File: src/rtl/rn_pkg.sv
package rn_pkg;
  localparam int unsigned ARCH_REGS = 6;
  localparam int unsigned PHYS_REGS = 16;
  localparam int unsigned XLEN      = 32;
endpackage

File: src/rtl/rn_free_list.sv
module rn_free_list #(
  parameter int unsigned NUM_PHYS = 16,
  localparam int unsigned TW = $clog2(NUM_PHYS),
  localparam int unsigned CW = $clog2(NUM_PHYS + 1)
) (
  input  logic          clk_i,
  input  logic          rst_ni,
  input  logic          pop_i,
  input  logic          push_i,
  input  logic [TW-1:0] push_tag_i,
  output logic [TW-1:0] head_tag_o,
  output logic          empty_o
);
  logic [TW-1:0] fifo_q [NUM_PHYS];
  logic [TW-1:0] head_q, tail_q;
  logic [CW-1:0] count_q;

  function automatic logic [TW-1:0] wrap_inc(input logic [TW-1:0] p);
    return (p == TW'(NUM_PHYS - 1)) ? '0 : p + TW'(1);
  endfunction

  assign head_tag_o = fifo_q[head_q];
  assign empty_o    = (count_q == '0);

  always_ff @(posedge clk_i or negedge rst_ni) begin
    if (!rst_ni) begin
      for (int i = 0; i < NUM_PHYS; i++) fifo_q[i] <= TW'(i);
      head_q  <= '0;
      tail_q  <= '0;
      count_q <= CW'(NUM_PHYS);
    end else begin
      if (push_i) begin
        fifo_q[tail_q] <= push_tag_i;
        tail_q         <= wrap_inc(tail_q);
      end
      if (pop_i) head_q <= wrap_inc(head_q);
      if (push_i && !pop_i)      count_q <= count_q + CW'(1);
      else if (pop_i && !push_i) count_q <= count_q - CW'(1);
    end
  end

  a_r9_no_underflow: assert property (@(posedge clk_i) disable iff (!rst_ni)
    pop_i |-> count_q != '0);
  a_r8_no_overflow: assert property (@(posedge clk_i) disable iff (!rst_ni)
    push_i && !pop_i |-> count_q < CW'(NUM_PHYS));
  a_r2_pop_count: assert property (@(posedge clk_i) disable iff (!rst_ni)
    pop_i && !push_i |=> count_q == $past(count_q) - CW'(1));
  a_r8_push_count: assert property (@(posedge clk_i) disable iff (!rst_ni)
    push_i && !pop_i |=> count_q == $past(count_q) + CW'(1));
endmodule

File: src/rtl/rn_alias_table.sv
module rn_alias_table #(
  parameter int unsigned NUM_ARCH = 6,
  parameter int unsigned NUM_PHYS = 16,
  localparam int unsigned AW = $clog2(NUM_ARCH),
  localparam int unsigned TW = $clog2(NUM_PHYS)
) (
  input  logic          clk_i,
  input  logic          rst_ni,
  input  logic          ret_valid_i,
  input  logic [AW-1:0] ret_arch_i,
  input  logic [TW-1:0] ret_tag_i,
  input  logic          wr_en_i,
  input  logic [AW-1:0] wr_arch_i,
  input  logic [TW-1:0] wr_tag_i,
  input  logic [AW-1:0] rd_a_i,
  input  logic [AW-1:0] rd_b_i,
  output logic          valid_a_o,
  output logic [TW-1:0] tag_a_o,
  output logic          valid_b_o,
  output logic [TW-1:0] tag_b_o
);
  logic          vld_q [NUM_ARCH];
  logic [TW-1:0] tag_q [NUM_ARCH];
  logic          vld_eff [NUM_ARCH];

  // retirement clears a matching entry before the lookup sees it
  for (genvar g = 0; g < NUM_ARCH; g++) begin : g_eff
    assign vld_eff[g] = vld_q[g] &&
      !(ret_valid_i && ret_arch_i == AW'(g) && tag_q[g] == ret_tag_i);
  end

  assign valid_a_o = vld_eff[rd_a_i];
  assign tag_a_o   = tag_q[rd_a_i];
  assign valid_b_o = vld_eff[rd_b_i];
  assign tag_b_o   = tag_q[rd_b_i];

  always_ff @(posedge clk_i or negedge rst_ni) begin
    if (!rst_ni) begin
      for (int i = 0; i < NUM_ARCH; i++) begin
        vld_q[i] <= 1'b0;
        tag_q[i] <= '0;
      end
    end else begin
      for (int i = 0; i < NUM_ARCH; i++) begin
        if (wr_en_i && wr_arch_i == AW'(i)) begin
          vld_q[i] <= 1'b1;
          tag_q[i] <= wr_tag_i;
        end else begin
          vld_q[i] <= vld_eff[i];
        end
      end
    end
  end

  a_r3_write_maps: assert property (@(posedge clk_i) disable iff (!rst_ni)
    wr_en_i |=> vld_q[$past(wr_arch_i)] && tag_q[$past(wr_arch_i)] == $past(wr_tag_i));
  a_r6_clear_match: assert property (@(posedge clk_i) disable iff (!rst_ni)
    ret_valid_i && vld_q[ret_arch_i] && tag_q[ret_arch_i] == ret_tag_i &&
    !(wr_en_i && wr_arch_i == ret_arch_i) |=> !vld_q[$past(ret_arch_i)]);
  a_r7_keep_younger: assert property (@(posedge clk_i) disable iff (!rst_ni)
    ret_valid_i && vld_q[ret_arch_i] && tag_q[ret_arch_i] != ret_tag_i &&
    !(wr_en_i && wr_arch_i == ret_arch_i)
    |=> vld_q[$past(ret_arch_i)] && tag_q[$past(ret_arch_i)] == $past(tag_q[ret_arch_i]));
endmodule

File: src/rtl/rn_arch_file.sv
module rn_arch_file #(
  parameter int unsigned NUM_ARCH = 6,
  parameter int unsigned DATA_W   = 32,
  localparam int unsigned AW = $clog2(NUM_ARCH)
) (
  input  logic              clk_i,
  input  logic              rst_ni,
  input  logic              wr_en_i,
  input  logic [AW-1:0]     wr_addr_i,
  input  logic [DATA_W-1:0] wr_data_i,
  input  logic [AW-1:0]     rd_a_i,
  input  logic [AW-1:0]     rd_b_i,
  output logic [DATA_W-1:0] rd_a_o,
  output logic [DATA_W-1:0] rd_b_o
);
  logic [DATA_W-1:0] mem_q [NUM_ARCH];

  assign rd_a_o = (wr_en_i && wr_addr_i == rd_a_i) ? wr_data_i : mem_q[rd_a_i];
  assign rd_b_o = (wr_en_i && wr_addr_i == rd_b_i) ? wr_data_i : mem_q[rd_b_i];

  always_ff @(posedge clk_i or negedge rst_ni) begin
    if (!rst_ni) begin
      for (int i = 0; i < NUM_ARCH; i++) mem_q[i] <= '0;
    end else if (wr_en_i) begin
      mem_q[wr_addr_i] <= wr_data_i;
    end
  end

  a_r5_commit: assert property (@(posedge clk_i) disable iff (!rst_ni)
    wr_en_i |=> mem_q[$past(wr_addr_i)] == $past(wr_data_i));
endmodule

File: src/rtl/rn_rename_unit.sv
module rn_rename_unit #(
  parameter int unsigned NUM_ARCH = rn_pkg::ARCH_REGS,
  parameter int unsigned NUM_PHYS = rn_pkg::PHYS_REGS,
  parameter int unsigned DATA_W   = rn_pkg::XLEN,
  localparam int unsigned AW = $clog2(NUM_ARCH),
  localparam int unsigned TW = $clog2(NUM_PHYS)
) (
  input  logic              clk_i,
  input  logic              rst_ni,
  input  logic              ren_valid_i,
  output logic              ren_ready_o,
  input  logic [AW-1:0]     ren_src_a_i,
  input  logic [AW-1:0]     ren_src_b_i,
  input  logic [AW-1:0]     ren_dst_i,
  input  logic              ren_dst_en_i,
  output logic              src_a_mapped_o,
  output logic [TW-1:0]     src_a_tag_o,
  output logic [DATA_W-1:0] src_a_data_o,
  output logic              src_b_mapped_o,
  output logic [TW-1:0]     src_b_tag_o,
  output logic [DATA_W-1:0] src_b_data_o,
  output logic [TW-1:0]     dst_tag_o,
  input  logic              ret_valid_i,
  input  logic [AW-1:0]     ret_arch_i,
  input  logic [TW-1:0]     ret_tag_i,
  input  logic [DATA_W-1:0] ret_data_i
);
  logic pool_empty, alloc;

  assign ren_ready_o = !pool_empty;
  assign alloc       = ren_valid_i && ren_ready_o && ren_dst_en_i;

  rn_free_list #(.NUM_PHYS(NUM_PHYS)) u_free (
    .clk_i, .rst_ni,
    .pop_i      (alloc),
    .push_i     (ret_valid_i),
    .push_tag_i (ret_tag_i),
    .head_tag_o (dst_tag_o),
    .empty_o    (pool_empty)
  );

  rn_alias_table #(.NUM_ARCH(NUM_ARCH), .NUM_PHYS(NUM_PHYS)) u_alias (
    .clk_i, .rst_ni,
    .ret_valid_i, .ret_arch_i, .ret_tag_i,
    .wr_en_i   (alloc),
    .wr_arch_i (ren_dst_i),
    .wr_tag_i  (dst_tag_o),
    .rd_a_i    (ren_src_a_i),
    .rd_b_i    (ren_src_b_i),
    .valid_a_o (src_a_mapped_o),
    .tag_a_o   (src_a_tag_o),
    .valid_b_o (src_b_mapped_o),
    .tag_b_o   (src_b_tag_o)
  );

  rn_arch_file #(.NUM_ARCH(NUM_ARCH), .DATA_W(DATA_W)) u_arf (
    .clk_i, .rst_ni,
    .wr_en_i   (ret_valid_i),
    .wr_addr_i (ret_arch_i),
    .wr_data_i (ret_data_i),
    .rd_a_i    (ren_src_a_i),
    .rd_b_i    (ren_src_b_i),
    .rd_a_o    (src_a_data_o),
    .rd_b_o    (src_b_data_o)
  );

  a_r9_stall_holds: assert property (@(posedge clk_i) disable iff (!rst_ni)
    !ren_ready_o && !ret_valid_i |=> !ren_ready_o);
  a_r8_free_ready: assert property (@(posedge clk_i) disable iff (!rst_ni)
    ret_valid_i |=> ren_ready_o);
endmodule

File: config.mk
export PLATFORM = sky130hd
export DESIGN_NAME = rn_rename_unit
export DESIGN_NICKNAME = d
export VERILOG_FILES = /design/src/rtl/rn_pkg.sv /design/src/rtl/rn_free_list.sv /design/src/rtl/rn_alias_table.sv /design/src/rtl/rn_arch_file.sv /design/src/rtl/rn_rename_unit.sv
export SDC_FILE = /design/constraint.sdc
export NUM_CORES = 1
export LEC_CHECK = 0
export CAP_MARGIN = 10
export CORE_UTILIZATION = 53
export CTS_CLUSTER_SIZE = 25
export DETAILED_ROUTE_END_ITERATION = 8
export GPL_TIMING_DRIVEN = 0
export PLACE_DENSITY = 0.81
export SLEW_MARGIN = 15
export SYNTH_ARGS = -nofsm -noshare
export SYNTH_HDL_FRONTEND = slang
export SYNTH_SLANG_ARGS = --single-unit
export TNS_END_PERCENT = 5
File: constraint.sdc
create_clock -name clk_i -period 2.45 [get_ports clk_i]
set_input_delay 0.245 -clock clk_i [delete_from_list [all_inputs] [get_ports clk_i]]
set_output_delay 0.245 -clock clk_i [all_outputs]
set_load 0.005 [all_outputs]
==> results of run 1 <==
## power by group through the flow
stage	Sequential (mW)	Clock [mW]	Combinational [mW]
CTS	7.74	4.95	6.97
global placement	7.66	0	6.01
floorplan	7.43	0	4.30
detailed placement	7.81	0	6.21
global route	7.99	5.15	7.61
finish	7.80	4.92	7.11
## stage by stage
step           TNS [ns]  util, %
2_1_floorplan         0        -
3_3_place_gp   -3352.61     59.4
3_5_place_dp     -64.01     59.7
4_1_cts          -0.425     65.1
5_1_grt           -4.23     65.3
6_report          -1.01     65.3
## flip-flops by register name (all words and copies together), names as in the netlist
register        count
u_free.head_q       4
u_alias.tag_q      24
u_alias.vld_q       6
u_free.count_q      5
u_free.tail_q       4
u_arf.mem_q       192
u_free.fifo_q      64
## final timing paths
kind / start / slack, ns / endpoint
worst min register to register: u_alias.vld_q[4] / 0.50 / u_alias.vld_q[4]
min in group asynchronous: rst_ni / 0.09 / u_arf.mem_q[27]
worst max-delay path: u_free.head_q[1] / -0.13 / dst_tag_o[0]
max in group asynchronous: rst_ni / 1.21 / u_free.fifo_q[0]
worst min-delay path: ren_dst_i[0] / 0.07 / u_alias.vld_q[5]
worst max register to register: u_free.head_q[1] / -0.04 / u_alias.tag_q[14]
## critical path: stages (launching register included)
cell and delay (ns):
dfrtp_1 0.41, buf_12 0.15, buf_12 0.12, buf_6 0.10, mux4_2 0.49, a22oi_2 0.24, nand2_4 0.11, buf_6 0.13
## cell families (layout without fill, tap and decap cells)
kind of cell	count (synthesis)	after routing	share of synthesized area, %
AOI/OAI and AO/OA	175	175	7.23
and+or+nand+nor	153	153	4.68
buffers and inverters	141	362	3.69
adders and majority gates	10	10	0.807
xor gates and xnor gates	38	38	2.02
DFF	299	299	45.8
other	0	2	0
muxes	443	443	35.8
## metal layers
layer / track usage, % / wire length [µm] / up-vias
li1: - / - / 5078
met1: 36.4 / 17500 / 6056
met2: 48.0 / 22100 / 480
met3: 4.75 / 2830 / 127
met4: 14.5 / 1950 / 2
met5: 0 / 14 / -
## cells in the mapped netlist, types with 5 or more instances
cell,count
inv_1,42
a22oi_2,7
nand4_1,10
xnor2_1,32
mux2i_1,74
mux4_2,88
mux2_2,281
nand2_1,34
ha_1,9
a21oi_1,69
nor2_1,75
nand4b_1,5
dfstp_2,33
dfrtp_1,266
o22ai_1,6
o21a_1,32
o221ai_1,32
o21ai_0,13
buf_2,38
clkbuf_1,53
xor2_1,6
## timing repair
action / in CTS / in global routing
buffers inserted: 37 / 2
resized for setup: 161 / 12
endpoints found under the setup margin: 80 / 66
pin swaps: 23 / 10
hold endpoints to repair: 199 / 0
hold buffers: 1 / 0
gates cloned: 0 / 0
## final cells by class
| type | instances | area, µm² | area share [%] |
|---|---|---|---|
| Clock inverter | 10 | 154 | 0.770 |
| Tap cell | 396 | 495 | 2.48 |
| Antenna cell | 2 | 5.00 | 0.0251 |
| Inverter | 43 | 164 | 0.821 |
| Buffer | 97 | 613 | 3.07 |
| Sequential cell | 299 | 7520 | 37.7 |
| Timing Repair Buffer | 166 | 1630 | 8.17 |
| Multi-Input combinational cell | 819 | 8470 | 42.4 |
| Clock buffer | 46 | 912 | 4.57 |
==> summary.md, run 1 <==
| Metric | Value |
|---|---|
| Worst slack, placed | `-0.962 ns` |
| Failing checks | `negative setup slack` |
| Asr flop ratio synth | `100%` |
| Synth Warn # | `0` |
| Core footprint | `0.0306 mm²` |
| Ys flop type | `dfrtp_1` |
| Avg WL per Cell | `23.6 µm` |
| WP data required | `2.20 ns` |
| Cells on Worst Hold Path | `2` |
| First-pass DRT Iterations | `6` |
| Die width | `178 µm` |
| Post-DP Area | `0.0183 mm²` |
| Mean area per synthesized cell | `13.1 µm²` |
| Clock skew | `0.0157 ns` |
| CTS tree | `built` |
| Routed Antenna Nets | `0` |
| I/O Buffers | `123` |
| Critical path class | `reg2out` |
| Final-report max-slew violation count | `0` |
| Sequential element share of the synthesized area | `45.8%` |
| Finished Layout Cells | `1878` |
| Comb power frac | `35.9%` |
| Worst-Margin Slew | `0.809 ns` |
| First-pass GRT wire length | `69300 µm` |
| HPWL Detailed | `29200 µm` |
| CP endpoint kind | `output pin` |
| Starting Density | `53.7%` |
| EDFF count, synth | `0` |
| Reg2reg path depth | `12` |
| Vias per inst | `6.25` |
| Total of max-cap violations | `0` |
| Pleak | `8.52 nW` |
| Area share of the largest cell type after synthesis | `40.5%` |
| Status | `finished with violations` |
| Vias post-DR | `11.7k` |
| Finish-stage setup viols | `22` |
| Die ar. | `0.0317 mm²` |
| Synth area leader | `dfrtp_1` |
| I/O pins | `132` |
| Clk_lat worst skew | `0.57 ns` |
| Layout fillers | `2149` |
| Cts bufs inserted | `31` |
| RSZ-0062 raised after global routing | `true` |
| Number of global-route vias before repair | `12.4k` |
| Switching Share | `30.6%` |
| Synthesized Nets | `1322` |
| Die height | `178 µm` |
| Most frequent cells in the layout | `280 x mux2_2, 265 x dfrtp_1, 90 x clkdlybuf4s50_1` |
| Netlist cell types | `51` |
| Most common cell after layout, fill and taps aside | `mux2_2` |
| H-tree levels | `1` |
| Clock power frac | `24.8%` |
| Cell Area, Synth | `0.0164 mm²` |
| Final nets | `1520` |
| Mapped Cells | `1259` |
| Fin. Hold Viols | `0` |
| Antenna violations before repair | `2` |
| Cell Pwr Density | `993 mW/mm²` |
| Cell Int Power | `13.8 mW` |
| Root buf cell | `clkbuf_16` |
| Layout cells sized above 1 | `42.2%` |
| Post-Route WL | `44400 µm` |
| CP arrival | `2.33 ns` |
| Fmax | `0.388 GHz` |
| Fin crit share | `105%` |
| Largest net degree at the start of global routing | `110` |
| Fin area | `0.0200 mm²` |
| DRC viols | `0` |
| Post-placement cell count | `1781` |
| GPL Wtd Cong | `0.886` |
| Clock transition at the registers of the reported paths | `0.06 ns` |
| Sw power | `6.08 mW` |
| Clock sinks | `299` |
| Pwr Total | `19.8 mW` |
| Type of the worst min-delay path | `in2reg` |
| Hold_ws | `0.0668 ns` |
| Area delta synth->final | `21.5%` |
| Cells taking the most area after synthesis | `dfrtp_1 40%, mux2_2 19%, mux4_2 12%, dfstp_2 5.3%, mux2i_1 4.5%` |
| Synth Register Bits | `299` |
| Initial drt markers | `1162` |
| Rel. slew slack | `46.1%` |
| Fin crit period | `2.58 ns` |
| Max IR drop VDD | `0.000704 V` |
| Row cnt | `64` |
| Crit Path Max Fanout | `7` |
| GR Overflow Total | `0` |
| Startpoint types | `flip-flop` |
| Gr usage total | `28.8%` |
| Worst Slack Setup Final | `-0.126 ns` |
| Sequential power share | `39.3%` |
| Longest Clk Path Bufs | `3` |
Note: power is estimated with default switching activity, not from simulation.
==> run 2: changes to the inputs <==
ABC_CLOCK_PERIOD_IN_PS = 2450   (was not set)
CORE_MARGIN = 8   (was not set)
CORE_UTILIZATION = 55   (was 53)
CTS_BUF_LIST = sky130_fd_sc_hd__clkbuf_8   (was not set)
PLACE_DENSITY = 0.83   (was 0.81)
==> summary.md, run 2 (synthesis results as in run 1) <==
| Metric | Value |
|---|---|
| Die width | `189 µm (+6.0%)` |
| Root buf cell | `clkbuf_8` |
| Avg WL per Cell | `23.5 µm (-0.64%)` |
| Post-Route WL | `44500 µm (+0.37%)` |
| CP endpoint kind | `output pin` |
| Pleak | `8.92 nW (+4.7%)` |
| Vias per inst | `6.25 (about the same)` |
| Reg with most FFs | `u_arf.mem_q` |
| Worst Slack Setup Final | `-0.103 ns (+0.0236 ns)` |
| Critical path class | `in2out` |
| Clock sinks | `299 (unchanged)` |
| Max reg flops | `192 (unchanged)` |
| Failing checks | `negative setup slack` |
| HPWL Detailed | `30100 µm (+3.1%)` |
| Finish-stage setup viols | `6 (-73%)` |
| I/O Buffers | `123 (unchanged)` |
| Cells on Worst Hold Path | `2 (unchanged)` |
| Largest net degree at the start of global routing | `110 (unchanged)` |
| Gr usage total | `24.5% (-4.3 points)` |
| Antenna violations before repair | `2 (unchanged)` |
| Finished Layout Cells | `1897 (+1.0%)` |
| Clock transition at the registers of the reported paths | `0.05 ns (about the same)` |
| Die height | `189 µm (+6.0%)` |
| Crit Path Max Fanout | `10 (+3)` |
| CP arrival | `2.31 ns (-0.02 ns)` |
| Longest Clk Path Bufs | `3 (unchanged)` |
| Regs by FF count | `u_arf.mem_q: 192 flops, u_free.fifo_q: 64 flops, u_alias.tag_q: 24 flops` |
| Total of max-cap violations | `0 (unchanged)` |
| DRC viols | `0 (unchanged)` |
| Cts bufs inserted | `50 (+61%)` |
| H-tree levels | `2 (+1)` |
| Fin crit share | `104% (-0.97 points)` |
| Clk_lat worst skew | `0.57 ns (about the same)` |
| Fin crit period | `2.55 ns (-0.0236 ns)` |
| Number of global-route vias before repair | `12.7k (+2.6%)` |
| RSZ-0062 raised after global routing | `true` |
| Initial drt markers | `1012 (-13%)` |
| Accumulated negative setup slack | `-0.339 ns (+0.671 ns)` |
| Startpoint types | `input pin` |
| Final nets | `1529 (+0.59%)` |
| First-pass DRT Iterations | `5 (-1)` |
| Most common cell after layout, fill and taps aside | `mux2_2` |
| Most frequent cells in the layout | `281 x mux2_2, 265 x dfrtp_1, 88 x mux4_2` |
| WP data required | `2.20 ns (about the same)` |
| CTS tree | `built` |
| Max IR drop VDD | `0.000853 V (+21%)` |
| Row cnt | `63 (-1.6%)` |
| Rel. slew slack | `44.0% (-2.1 points)` |
| Die ar. | `0.0357 mm² (+12%)` |
| Layout cells sized above 1 | `42.7% (+0.50 points)` |
| GPL Wtd Cong | `0.863 (-2.6%)` |
| Vias post-DR | `11.9k (+0.97%)` |
| I/O pins | `132 (unchanged)` |
| Worst-Margin Slew | `0.840 ns (+0.0309 ns)` |
| Fmax | `0.392 GHz (+0.93%)` |
| Type of the worst min-delay path | `in2reg` |
| Reg2reg path depth | `11 (-1)` |
| Final core occ | `67.1% (+1.8 points)` |
| Clock skew | `0.0144 ns (-0.00138 ns)` |
| Status | `finished with violations` |
| Fin. Hold Viols | `0 (unchanged)` |
| Routed Antenna Nets | `0 (unchanged)` |
| Diodes inserted | `0 (-2)` |
| Post-placement cell count | `1775 (-0.34%)` |
| Core footprint | `0.0296 mm² (-3.4%)` |
| Cell Pwr Density | `947 mW/mm² (-4.7%)` |
| Starting Density | `55.6% (+1.9 points)` |
| Area delta synth->final | `20.7%` |
| Final-report max-slew violation count | `0 (unchanged)` |
| First-pass GRT wire length | `69800 µm (+0.70%)` |
| GR Overflow Total | `0 (unchanged)` |
[run 2: cell type report]
| cell class | instances | area (µm²) |
|---|---|---|
| Inverter | 43 | 164 |
| Fill cell | 2049 | 9720 |
| Clock buffer | 60 | 826 |
| Buffer | 97 | 617 |
| Timing Repair Buffer | 156 | 1580 |
| Sequential cell | 299 | 7520 |
| Tap cell | 390 | 488 |
| Clock inverter | 33 | 148 |
| Multi-Input combinational cell | 819 | 8490 |
[run 2: path summary, 6_finish.rpt]
kind                            slack, ns              start                end
worst max register to register       0.16  u_free.count_q[4]  u_free.count_q[4]
worst max-delay path                -0.10       ret_tag_i[2]     src_a_mapped_o
worst min-delay path                 0.08       ren_dst_i[0]   u_alias.vld_q[5]
max in group asynchronous            0.61             rst_ni  u_free.count_q[0]
worst min register to register       0.51  u_free.fifo_q[44]  u_free.fifo_q[44]
min in group asynchronous            0.18             rst_ni    u_arf.mem_q[13]
[run 2: power by group]
| group | internal [mW] | total, mW | switching (mW) |
|---|---|---|---|
| Sequential | 6.65 | 7.80 | 1.15 |
| Combinational | 3.86 | 6.73 | 2.87 |
| Clock | 2.23 | 4.25 | 2.02 |
| Total | 12.7 | 18.8 | 6.04 |
[run 2: stage by stage]
step,hold WS [ns],area [µm²],worst slack (ns),power (mW)
final,0.0785,19800,-0.103,18.8
after global placement,0.481,18200,-11.60,13.7
after global routing,0.0844,19800,-0.210,19.7
after detailed placement,0.191,18200,-1.05,14.1
after CTS,0.0530,19700,-0.123,18.7
after floorplan,-0.0506,16400,0.0114,11.7
[run 2: worst max-delay path, cell delays in order]
cell             delay [ns]
clkdlybuf4s50_1        0.63
clkbuf_8               0.24
xnor2_1                0.13
nand4_1                0.16
o2111ai_1              0.25
o31ai_1                0.12
a221o_1                0.37
buf_2                  0.15
[run 2: layer usage]
layer / GRT usage [%] / share of wire, % / up-vias
li1: - / - / 5105
met4: 12.4 / 4.6 / 4
met5: 0 / 0.061 / -
met3: 4.97 / 6.6 / 138
met2: 41.4 / 50 / 484
met1: 29.6 / 39 / 6126
[run 2: what timing repair did]
item,in CTS,in global routing
endpoints found under the hold margin,54,0
hold buffers,1,0
setup endpoints to repair,76,45
buffers inserted,27,2
pin swaps,21,12
resized for setup,173,53
